[src/rtl/tmr_pkg.sv]
package tmr_pkg;
  localparam logic [2:0] CKS_CASC = 3'b100;

  localparam logic [2:0] OFF_CTL  = 3'd0;
  localparam logic [2:0] OFF_CNT  = 3'd1;
  localparam logic [2:0] OFF_CMPA = 3'd2;
  localparam logic [2:0] OFF_CMPB = 3'd3;
  localparam logic [2:0] OFF_STAT = 3'd4;
  localparam logic [2:0] OFF_OS   = 3'd5;
  localparam logic [2:0] OFF_MODE = 3'd6;

  typedef enum logic [1:0] {CLR_NONE, CLR_MA, CLR_MB, CLR_EXT} clr_sel_e;
  typedef enum logic [1:0] {PIN_KEEP, PIN_LOW, PIN_HIGH, PIN_TOG} pin_op_e;

  typedef struct packed {
    clr_sel_e   clr;
    logic [2:0] cks;
  } ctl_t;

  typedef struct packed {
    pin_op_e op_b;
    pin_op_e op_a;
  } os_t;
endpackage

[src/rtl/tmr_chan.sv]
module tmr_chan
  import tmr_pkg::*;
#(
  parameter int unsigned W = 8
) (
  input  logic         clk_i,
  input  logic         rst_ni,
  input  logic         tick_i,
  input  clr_sel_e     clr_sel_i,
  input  logic         ext_clr_i,
  input  logic         cnt_we_i,
  input  logic         cmpa_we_i,
  input  logic         cmpb_we_i,
  input  logic         stat_we_i,
  input  logic [W-1:0] wdata_i,
  output logic [W-1:0] cnt_o,
  output logic [W-1:0] cmpa_o,
  output logic [W-1:0] cmpb_o,
  output logic [1:0]   flags_o,
  output logic         match_a_o,
  output logic         match_b_o,
  output logic         clr_o,
  output logic         carry_o
);
  logic [W-1:0] cnt_q, cmpa_q, cmpb_q;
  logic [1:0]   flags_q;
  logic         upd_q, ext_q, ext_rise, clr;

  assign ext_rise  = ext_clr_i & ~ext_q;
  assign match_a_o = upd_q && (cnt_q == cmpa_q);
  assign match_b_o = upd_q && (cnt_q == cmpb_q);

  always_comb begin
    unique case (clr_sel_i)
      CLR_MA:  clr = match_a_o;
      CLR_MB:  clr = match_b_o;
      CLR_EXT: clr = ext_rise;
      default: clr = 1'b0;
    endcase
  end

  assign clr_o   = clr;
  // low-byte wrap by counting only
  assign carry_o = tick_i && !clr && !cnt_we_i && (cnt_q == {W{1'b1}});

  always_ff @(posedge clk_i or negedge rst_ni) begin
    if (!rst_ni) begin
      cnt_q   <= '0;
      cmpa_q  <= '1;
      cmpb_q  <= '1;
      flags_q <= '0;
      upd_q   <= 1'b0;
      ext_q   <= 1'b0;
    end else begin
      ext_q <= ext_clr_i;
      upd_q <= !cnt_we_i && (clr || tick_i);
      if (cnt_we_i)    cnt_q <= wdata_i;
      else if (clr)    cnt_q <= '0;
      else if (tick_i) cnt_q <= cnt_q + 1'b1;
      if (cmpa_we_i) cmpa_q <= wdata_i;
      if (cmpb_we_i) cmpb_q <= wdata_i;
      if (stat_we_i) flags_q <= (flags_q & wdata_i[1:0]) | {match_b_o, match_a_o};
      else           flags_q <= flags_q | {match_b_o, match_a_o};
    end
  end

  assign cnt_o   = cnt_q;
  assign cmpa_o  = cmpa_q;
  assign cmpb_o  = cmpb_q;
  assign flags_o = flags_q;
endmodule

[src/rtl/tmr_pin.sv]
module tmr_pin
  import tmr_pkg::*;
(
  input  logic clk_i,
  input  logic rst_ni,
  input  logic match_a_i,
  input  logic match_b_i,
  input  os_t  os_i,
  output logic pin_o
);
  pin_op_e op;
  logic    pin_q;

  always_comb begin
    if (match_b_i)      op = os_i.op_b;
    else if (match_a_i) op = os_i.op_a;
    else                op = PIN_KEEP;
  end

  always_ff @(posedge clk_i or negedge rst_ni) begin
    if (!rst_ni) pin_q <= 1'b0;
    else begin
      unique case (op)
        PIN_LOW:  pin_q <= 1'b0;
        PIN_HIGH: pin_q <= 1'b1;
        PIN_TOG:  pin_q <= ~pin_q;
        default:  pin_q <= pin_q;
      endcase
    end
  end

  assign pin_o = pin_q;
endmodule

[src/rtl/tmr_pair.sv]
module tmr_pair
  import tmr_pkg::*;
#(
  parameter int unsigned N_PRE = 3,
  parameter int unsigned W     = 8,
  parameter int unsigned AW    = 4
) (
  input  logic             clk_i,
  input  logic             rst_ni,
  input  logic [N_PRE-1:0] presc_en_i,
  input  logic             clr_x_i,
  input  logic             clr_y_i,
  input  logic             wr_i,
  input  logic [AW-1:0]    addr_i,
  input  logic [W-1:0]     wdata_i,
  output logic [W-1:0]     rdata_o,
  output logic             tmo_x_o,
  output logic             tmo_y_o
);
  localparam int unsigned NCH   = 2;
  localparam int unsigned CTL_W = $bits(ctl_t);
  localparam int unsigned OS_W  = $bits(os_t);

  ctl_t       ctl_q [NCH];
  os_t        os_q  [NCH];
  logic [1:0] mode_q;

  logic       ch;
  logic [2:0] off;
  logic [NCH-1:0] we_ch;

  assign ch  = addr_i[3];
  assign off = addr_i[2:0];

  for (genvar i = 0; i < NCH; i++) begin : g_we
    assign we_ch[i] = wr_i && (ch == 1'(i));
  end

  always_ff @(posedge clk_i or negedge rst_ni) begin
    if (!rst_ni) begin
      for (int i = 0; i < NCH; i++) begin
        ctl_q[i] <= '0;
        os_q[i]  <= '0;
      end
      mode_q <= '0;
    end else begin
      for (int i = 0; i < NCH; i++) begin
        if (we_ch[i] && off == OFF_CTL) ctl_q[i] <= ctl_t'(wdata_i[CTL_W-1:0]);
        if (we_ch[i] && off == OFF_OS)  os_q[i]  <= os_t'(wdata_i[OS_W-1:0]);
      end
      if (wr_i && off == OFF_MODE) mode_q <= wdata_i[1:0];
    end
  end

  logic mode16, cmcnt;
  assign mode16 = (ctl_q[1].cks == CKS_CASC) && mode_q[1];
  assign cmcnt  = (ctl_q[0].cks == CKS_CASC) && mode_q[0];

  function automatic logic sel_tick(input logic [2:0] cks,
                                    input logic [N_PRE-1:0] pre,
                                    input logic casc);
    logic t;
    t = 1'b0;
    if (cks == CKS_CASC) t = casc;
    else for (int i = 0; i < N_PRE; i++) if (int'(cks) == i + 1) t = pre[i];
    return t;
  endfunction

  logic [W-1:0] cnt_x, cnt_y, cmpa_x, cmpa_y, cmpb_x, cmpb_y;
  logic [1:0]   flags_x, flags_y;
  logic         x_ma, x_mb, y_ma, y_mb, x_clr, y_clr, x_carry, y_carry;
  logic         x_tick, y_tick;

  assign x_tick = sel_tick(ctl_q[0].cks, presc_en_i, mode_q[0] & y_ma);
  assign y_tick = sel_tick(ctl_q[1].cks, presc_en_i, mode_q[1] & x_carry);

  tmr_chan #(.W(W)) u_chan_x (
    .clk_i, .rst_ni,
    .tick_i    (x_tick),
    .clr_sel_i (ctl_q[0].clr),
    .ext_clr_i (clr_x_i),
    .cnt_we_i  (we_ch[0] && off == OFF_CNT),
    .cmpa_we_i (we_ch[0] && off == OFF_CMPA),
    .cmpb_we_i (we_ch[0] && off == OFF_CMPB),
    .stat_we_i (we_ch[0] && off == OFF_STAT),
    .wdata_i,
    .cnt_o     (cnt_x),
    .cmpa_o    (cmpa_x),
    .cmpb_o    (cmpb_x),
    .flags_o   (flags_x),
    .match_a_o (x_ma),
    .match_b_o (x_mb),
    .clr_o     (x_clr),
    .carry_o   (x_carry)
  );

  tmr_chan #(.W(W)) u_chan_y (
    .clk_i, .rst_ni,
    .tick_i    (y_tick),
    .clr_sel_i (ctl_q[1].clr),
    .ext_clr_i (clr_y_i),
    .cnt_we_i  (we_ch[1] && off == OFF_CNT),
    .cmpa_we_i (we_ch[1] && off == OFF_CMPA),
    .cmpb_we_i (we_ch[1] && off == OFF_CMPB),
    .stat_we_i (we_ch[1] && off == OFF_STAT),
    .wdata_i,
    .cnt_o     (cnt_y),
    .cmpa_o    (cmpa_y),
    .cmpb_o    (cmpb_y),
    .flags_o   (flags_y),
    .match_a_o (y_ma),
    .match_b_o (y_mb),
    .clr_o     (y_clr),
    .carry_o   (y_carry)
  );

  logic [NCH-1:0] ma_v, mb_v, tmo_v;
  assign ma_v = {y_ma, x_ma};
  assign mb_v = {y_mb, x_mb};

  for (genvar i = 0; i < NCH; i++) begin : g_pin
    tmr_pin u_pin (
      .clk_i, .rst_ni,
      .match_a_i (ma_v[i]),
      .match_b_i (mb_v[i]),
      .os_i      (os_q[i]),
      .pin_o     (tmo_v[i])
    );
  end

  assign tmo_x_o = tmo_v[0];
  assign tmo_y_o = tmo_v[1];

  always_comb begin
    rdata_o = '0;
    unique case (off)
      OFF_CTL:  rdata_o[CTL_W-1:0] = ctl_q[ch];
      OFF_CNT:  rdata_o = ch ? cnt_y  : cnt_x;
      OFF_CMPA: rdata_o = ch ? cmpa_y : cmpa_x;
      OFF_CMPB: rdata_o = ch ? cmpb_y : cmpb_x;
      OFF_STAT: rdata_o[1:0] = ch ? flags_y : flags_x;
      OFF_OS:   rdata_o[OS_W-1:0] = os_q[ch];
      OFF_MODE: rdata_o[1:0] = mode_q;
      default:  rdata_o = '0;
    endcase
  end

  logic unused_carry;
  assign unused_carry = y_carry;
endmodule

[config.mk]
export PLATFORM = sky130hd
export DESIGN_NAME = tmr_pair
export DESIGN_NICKNAME = d
export VERILOG_FILES = /design/src/rtl/tmr_pkg.sv /design/src/rtl/tmr_chan.sv /design/src/rtl/tmr_pin.sv /design/src/rtl/tmr_pair.sv
export SDC_FILE = /design/constraint.sdc
export NUM_CORES = 1
export LEC_CHECK = 0
export ABC_AREA = 1
export BUFFER_PORTS_ARGS = -buffer_cell sky130_fd_sc_hd__buf_2
export CORE_MARGIN = 5
export CORE_UTILIZATION = 50
export CTS_CLUSTER_DIAMETER = 30
export DETAILED_ROUTE_END_ITERATION = 7
export HOLD_SLACK_MARGIN = 0.12
export PLACE_DENSITY = 0.8
export SKIP_LAST_GASP = 1
export SLEW_MARGIN = 30
export SYNTH_ARGS = -nofsm -noshare
export SYNTH_HDL_FRONTEND = slang
export SYNTH_SLANG_ARGS = --single-unit
[constraint.sdc]
create_clock -name clk_i -period 4.4 [get_ports clk_i]
set_clock_uncertainty 0.1 [all_clocks]
set_input_delay 0.44 -clock clk_i [delete_from_list [all_inputs] [get_ports clk_i]]
set_output_delay 0.44 -clock clk_i [all_outputs]
set_load 0.01 [all_outputs]
==> summary.md, run 1 <==
| Metric | Value |
|---|---|
| Final hold vios | 0 |
| Register bit count reported by yosys | 78 |
| CP Class | in -> out |
| Largest net degree at the start of global routing | 79 |
| Unrepaired setup endpoints after global routing | false |
| Commonest cells after routing, fill and taps aside | nand2_1, o21ai_0, inv_1, dfrtp_1, nor2_1 |
| Global-route wire length before repair | 22.90 mm |
| Worst slew margin | 39.69% |
| Count of non-filler cells in the finished layout | 855 |
| Htree depth | 3 |
| Num CTS Buffers | 9 |
| Pin slew with the least headroom to its limit | 899.7 ps |
| Sequential area share after synthesis | 40.56% |
| Cell Area, Synth | 0.004911 mm2 |
| Worst slack at placement | 1706 ps |
| Chip width | 109.1 um |
| WP data required | 3860 ps |
| TritonCTS clock tree | done |
| Setup Fix Bufs, Post-CTS | 0 |
| Peak Freq | 0.3647 GHz |
| Core area | 0.009684 mm2 |
| Leak | 2.620 nW |
| Initial Util | 50.71% |
| VDD IR max | 0.2973 mV |
| WL final | 13.86 mm |
| Detailed-route via count | 4,709 |
| DP Cell Count | 836 |
| Die area | 0.01190 mm2 |
| Remaining DRCs | 0 |
| Setup_tns | 0 ps |
| Vias/cell | 5.508 |
| Post-DRT Antenna Nets | 0 |
| Core Util, Final | 55.68% |
| Most common cell after layout, fill and taps aside | nand2_1 |
| Clk root buf | clkbuf_8 |
| Avg WL per Cell | 16.21 um |
| Area grow syn2layout | 9.809% |
| Filler cells | 916 |
| Max Transition Viols Final | 0 |
| Pwr Density | 509.9 mW/mm2 |
| I/O pins | 30 |
| Final min period | 2742 ps |
| Crit. End Element | output port |
| MaxCap Viol Count | 0 |
| Die height | 109.1 um |
| Final WS setup | 1658 ps |
| Initial antenna violation count | 0 |
| Synthesized net count | 712 |
| Worst hold path type | in -> reg |
| Total gr overflow | 0 |
| DPL Wire Length | 10.40 mm |
| Clk Latency, worst-skew pair | 360 ps |
| Syn_area_per_cell | 7.117 um2 |
| DR pass1 iterations | 6 |
| Vias in the first global route | 4,578 |
| Reg clk slew, reported paths | 80 ps |
| Antenna cells | 0 |
| Iter 0 DRT Violations | 420 |
| Outcome | finished, final reports clean |
| GR Util All Layers | 24.80% |
| Clock Path Buffers | 2 |
| Clock Sinks | 78 |
| # rows | 36 |
| Layout cells sized above 1 | 15.65% |
| Synth Warn # | 0 |
| CP Launch Type | primary input |
| Port buffer count | 29 |
| Mapped Cells | 690 |
| Nets | 739 |
| GP Congestion | 0.9571 |
| Hold Slack | 273.3 ps |
| Worst Path Arrival | 2200 ps |
| # setup viols final | 0 |
| Period utilization | 62.32% |
| Max Fanout on Critical Path | 30 |
| Distinct cells, synth | 46 |
==> stage by stage <==
step                power [mW]  instance area [um2]
finish                   2.750                 5393
global route             2.959                 5393
CTS                      2.742                 5379
detailed placement       2.132                 5136
global placement         2.080                 5136
floorplan                1.843                 4911
==> critical path: stages <==
cell	delay (ps)
buf_2	370
inv_1	410
o21ai_0	260
o22ai_1	110
a221oi_1	210
o21ai_0	200
buf_2	190
==> path summary, 6_finish.rpt <==
kind / endpoint / startpoint / depth (start not counted) / slack [ps]
worst max-delay path: rdata_o[2] / addr_i[3] / 7 / 1660
worst min-delay path: os_q[0] / wdata_i[0] / 3 / 270
worst max register to register: u_chan_y.cnt_o[4] / u_chan_x.cnt_o[1] / 9 / 2190
worst min register to register: g_pin[0].u_pin.pin_o / g_pin[0].u_pin.pin_o / 1 / 380
max in group asynchronous: u_chan_x.cnt_o[2] / rst_ni / 2 / 3150
min in group asynchronous: u_chan_y.cnt_o[1] / rst_ni / 2 / 560
==> repair_timing <==
| action | in CTS | in global routing |
|---|---|---|
| hold buffers | 2 | 1 |
| setup endpoints to repair | 0 | 0 |
| gates resized for setup | 0 | 0 |
| hold endpoints to repair | 2 | 46 |
==> cell type report <==
type	instances	area (um2)	area share [%]
Clock inverter	6	85.08	1.578
Clock buffer	10	137.6	2.552
Tap cell	133	166.4	3.086
Multi-Input combinational cell	506	2492	46.22
Timing Repair Buffer	32	181.4	3.364
Inverter	90	337.8	6.265
Sequential cell	78	1992	36.94
==> cells in the mapped netlist, drive strengths merged <==
| master | number | area (um2) |
|---|---|---|
| xnor2 | 1 | 8.760 |
| ha | 2 | 25.02 |
| o211ai | 9 | 67.56 |
| mux2i | 2 | 20.02 |
| nand2 | 251 | 954.7 |
| or2 | 2 | 12.52 |
| nor4 | 1 | 6.260 |
| nor2 | 45 | 221.5 |
| a211oi | 1 | 7.510 |
| o2111ai | 1 | 8.760 |
| nor3 | 12 | 92.59 |
| a221oi | 2 | 17.52 |
| dfrtp | 46 | 1151 |
| inv | 90 | 337.8 |
| o22ai | 8 | 50.05 |
| dfstp | 32 | 840.8 |
| a22oi | 3 | 22.52 |
| xor2 | 13 | 113.9 |
| clkbuf | 7 | 26.28 |
| o21ai | 90 | 454.2 |
| nand4 | 15 | 93.84 |
| nand3 | 26 | 187.7 |
| nand3b | 2 | 15.01 |
| a21oi | 17 | 88.84 |
| buf | 9 | 62.55 |
| o31ai | 1 | 7.510 |
| a2111oi | 1 | 8.760 |
| a21o | 1 | 7.510 |
==> kinds of logic (layout without fill, tap and decap cells) <==
group           after synthesis  after routing  synth area share [%]
mux                           2              2                0.4077
xor+xnor                     14             14                 2.497
fa+ha+maj                     2              2                0.5095
buf+inv                     106            138                 8.688
flops                        78             78                 40.56
compound gates              134            134                 15.08
simple gates                354            354                 32.25
==> routing by layer <==
metal | part of all wire [%] | global-route usage [%] | wire length [um]
met4 | 3.6 | 10.28 | 500
met1 | 43 | 33.38 | 5938
met2 | 46 | 38.95 | 6371
met5 | 0 | 0 | 0
met3 | 7.6 | 5.033 | 1051
==> flip-flops by register name (all words and copies together) (netlist names) <==
| register | flops |
|---|---|
| u_chan_y.flags_o | 2 |
| u_chan_y.cmpa_o | 8 |
| os_q | 8 |
| u_chan_y.ext_q | 1 |
| u_chan_y.cnt_o | 8 |
| u_chan_x.cmpb_o | 8 |
| mode_q | 2 |
| u_chan_y.cmpb_o | 8 |
| u_chan_x.cnt_o | 8 |
| ctl_q | 10 |
| u_chan_x.flags_o | 2 |
| u_chan_x.upd_q | 1 |
| u_chan_x.cmpa_o | 8 |
| u_chan_y.upd_q | 1 |
| u_chan_x.ext_q | 1 |
| g_pin.u_pin.pin_o | 2 |
==> report_power, final <==
| part | internal (mW) | switching (mW) |
|---|---|---|
| clock | 0.333 | 0.273 |
| sequential | 0.955 | 0.255 |
| combinational | 0.347 | 0.586 |
Note: power is estimated with default switching activity, not from simulation.
==> inputs of run 2 (changes only) <==
--- a/config.mk
+++ b/config.mk
@@ -12,7 +12,7 @@
 export CTS_CLUSTER_DIAMETER = 30
 export DETAILED_ROUTE_END_ITERATION = 7
 export HOLD_SLACK_MARGIN = 0.12
-export PLACE_DENSITY = 0.8
+export PLACE_DENSITY = 0.82
 export SKIP_LAST_GASP = 1
 export SLEW_MARGIN = 30
 export SYNTH_ARGS = -nofsm -noshare
==> constraint.sdc (replaced) <==
create_clock -name clk_i -period 2.25 [get_ports clk_i]
set_clock_uncertainty 0.1 [all_clocks]
set_input_delay 0.225 -clock clk_i [delete_from_list [all_inputs] [get_ports clk_i]]
set_output_delay 0.225 -clock clk_i [all_outputs]
set_load 0.01 [all_outputs]
==> run 2 against run 1 <==
Net effect:
- via count rose by 1.9%
- global-route usage is essentially flat
- total power grew 89%
- sequential share of layout area fell by 0.84 points
- sequential power is 94% higher
- clock power is 65% higher
- largest power group unchanged
- largest cell class unchanged
- final cell count rose by 2.2%
- core utilization grew 1.3 points
- sequential cell count unchanged
- non-clock buffer count up 18
- count of clock-buffer cells in the layout fell by 1
- critical path depth fell by 2
==> summary.md, run 2 (synthesis gave the netlist of run 1 again) <==
| Metric | Value |
|---|---|
| CP Launch Type | flop |
| Slowest stage cell, crit path | a2111oi_0 |
| Die height | 109.1 um |
| # rows | 36 |
| DP Cell Count | 844 |
| GP Congestion | 0.9420 |
| Clk root buf | clkbuf_8 |
| TritonCTS clock tree | done |
| Initial Util | 50.71% |
| Global-route wire length before repair | 22.69 mm |
| Largest register FFs | 10 |
| Crit. End Element | output port |
| Area grow syn2layout | 12.36% |
| Remaining DRCs | 0 |
| Vias/cell | 5.490 |
| Outcome | finished, final reports clean |
| Clock Sinks | 78 |
| Final min period | 2220 ps |
| Worst slew margin | 62.44% |
| Most common cell after layout, fill and taps aside | nand2_1 |
| DPL Wire Length | 10.67 mm |
| CP Class | reg -> out |
| Pin slew with the least headroom to its limit | 549.2 ps |
| Avg WL per Cell | 16.19 um |
| Worst hold path type | in -> reg |
| Chip width | 109.1 um |
| Clock Path Buffers | 2 |
| Pwr Density | 943.3 mW/mm2 |
| Post-DRT Antenna Nets | 0 |
| Leak | 2.684 nW |
| Detailed-route via count | 4,798 |
| Port buffer count | 29 |
| Layout cells sized above 1 | 16.87% |
| Period utilization | 98.67% |
| Htree depth | 3 |
| Die area | 0.01190 mm2 |
| Total Power | 5.205 mW |
| I/O pins | 30 |
| Final hold vios | 0 |
| Nets | 758 |
| Reg clk slew, reported paths | 90 ps |
| Max Fanout on Critical Path | 6 |
| Worst path max stage delay | 520 ps |
| Final WS setup | 29.90 ps |
| Setup_tns | 0 ps |
| GR Util All Layers | 24.76% |
| Largest net degree at the start of global routing | 44 |
| Reg with most FFs | ctl_q |
| Commonest cells after routing, fill and taps aside | nand2_1, o21ai_0, inv_1, dfrtp_1, nor2_1 |
| DR pass1 iterations | 5 |
| Iter 0 DRT Violations | 449 |
| Antenna cells | 0 |
| Num CTS Buffers | 9 |
| Worst slack at placement | 177.7 ps |
| Vias in the first global route | 4,491 |
| Total gr overflow | 0 |
| Count of non-filler cells in the finished layout | 874 |
| Peak Freq | 0.4504 GHz |
| Initial antenna violation count | 0 |
| Unrepaired setup endpoints after global routing | false |
| CP cell instances | nand2_1 -> a21oi_1 -> a2111oi_0 -> nand3_1 -> buf_2 |
| Clk Latency, worst-skew pair | 370 ps |
| WP data required | 1920 ps |
| WL final | 14.15 mm |
| Max Transition Viols Final | 0 |
| Core area | 0.009684 mm2 |
| # setup viols final | 0 |
| Worst Path Arrival | 1900 ps |
| VDD IR max | 0.5433 mV |
| Filler cells | 887 |
| MaxCap Viol Count | 0 |
==> run 2: routing by layer <==
layer | global-route usage [%] | routed length (um) | part of all wire [%] | vias up
li1 | - | - | - | 2318
met1 | 32.57 | 5952 | 42 | 2205
met2 | 40.26 | 6610 | 47 | 233
met3 | 5.033 | 1130 | 8.0 | 42
met4 | 9.197 | 459 | 3.2 | 0
met5 | 0 | 0 | 0 | -
==> run 2: worst paths after layout <==
kind | start | end | slack, ps | cells past startpoint
max | u_chan_y.cnt_o[1] | rdata_o[1] | 30 | 5
min | addr_i[0] | mode_q[1] | 260 | 4
max reg2reg | u_chan_x.cmpa_o[7] | u_chan_y.cnt_o[2] | 170 | 11
min reg2reg | g_pin[0].u_pin.pin_o | g_pin[0].u_pin.pin_o | 380 | 1
max in group asynchronous | rst_ni | u_chan_x.cmpb_o[6] | 1050 | 3
min in group asynchronous | rst_ni | u_chan_y.ext_q | 270 | 2
==> run 2: stage by stage <==
stage / cell area, um2 / util [%] / hold slack, ps
after CTS: 5499 / 56.78 / 237.3
final: 5518 / 56.98 / 260.8
after floorplan: 4911 / - / -170.6
after detailed placement: 5196 / 53.66 / 143.3
after global routing: 5518 / 56.98 / 267.6
after global placement: 5196 / 53.66 / 144.2
==> run 2: where the power goes <==
group          internal (mW)  total, mW  leakage [nW]  switching [mW]
Sequential              1.87       2.35         0.907           0.479
Combinational          0.707       1.86          1.69            1.15
Clock                  0.415       1.00        0.0917           0.586
Total                   2.99       5.20          2.68            2.21
==> run 2: worst max-delay path: cells and delay by family (launching register included) <==
family	cells	cell delay (ps)
compound gates	2	590
flops	1	480
simple gates	2	280
buf+inv	1	180
==> run 2: area by class of cell <==
cell class                      count  area [um2]  area share [%]
Sequential cell                    78        1992           36.10
Clock buffer                        9       123.9           2.245
Tap cell                          133       166.4           3.016
Timing Repair Buffer               50       335.3           6.077
Inverter                           90       337.8           6.122
Multi-Input combinational cell    507        2504           45.37
Clock inverter                      7       58.81           1.066
==> run 2: repair_timing <==
| action | CTS | global route |
|---|---|---|
| setup endpoints to repair | 0 | 7 |
| gates resized for setup | 0 | 1 |
| buffers inserted | 0 | 1 |
| hold buffers | 12 | 0 |
| endpoints found under the hold margin | 58 | 0 |
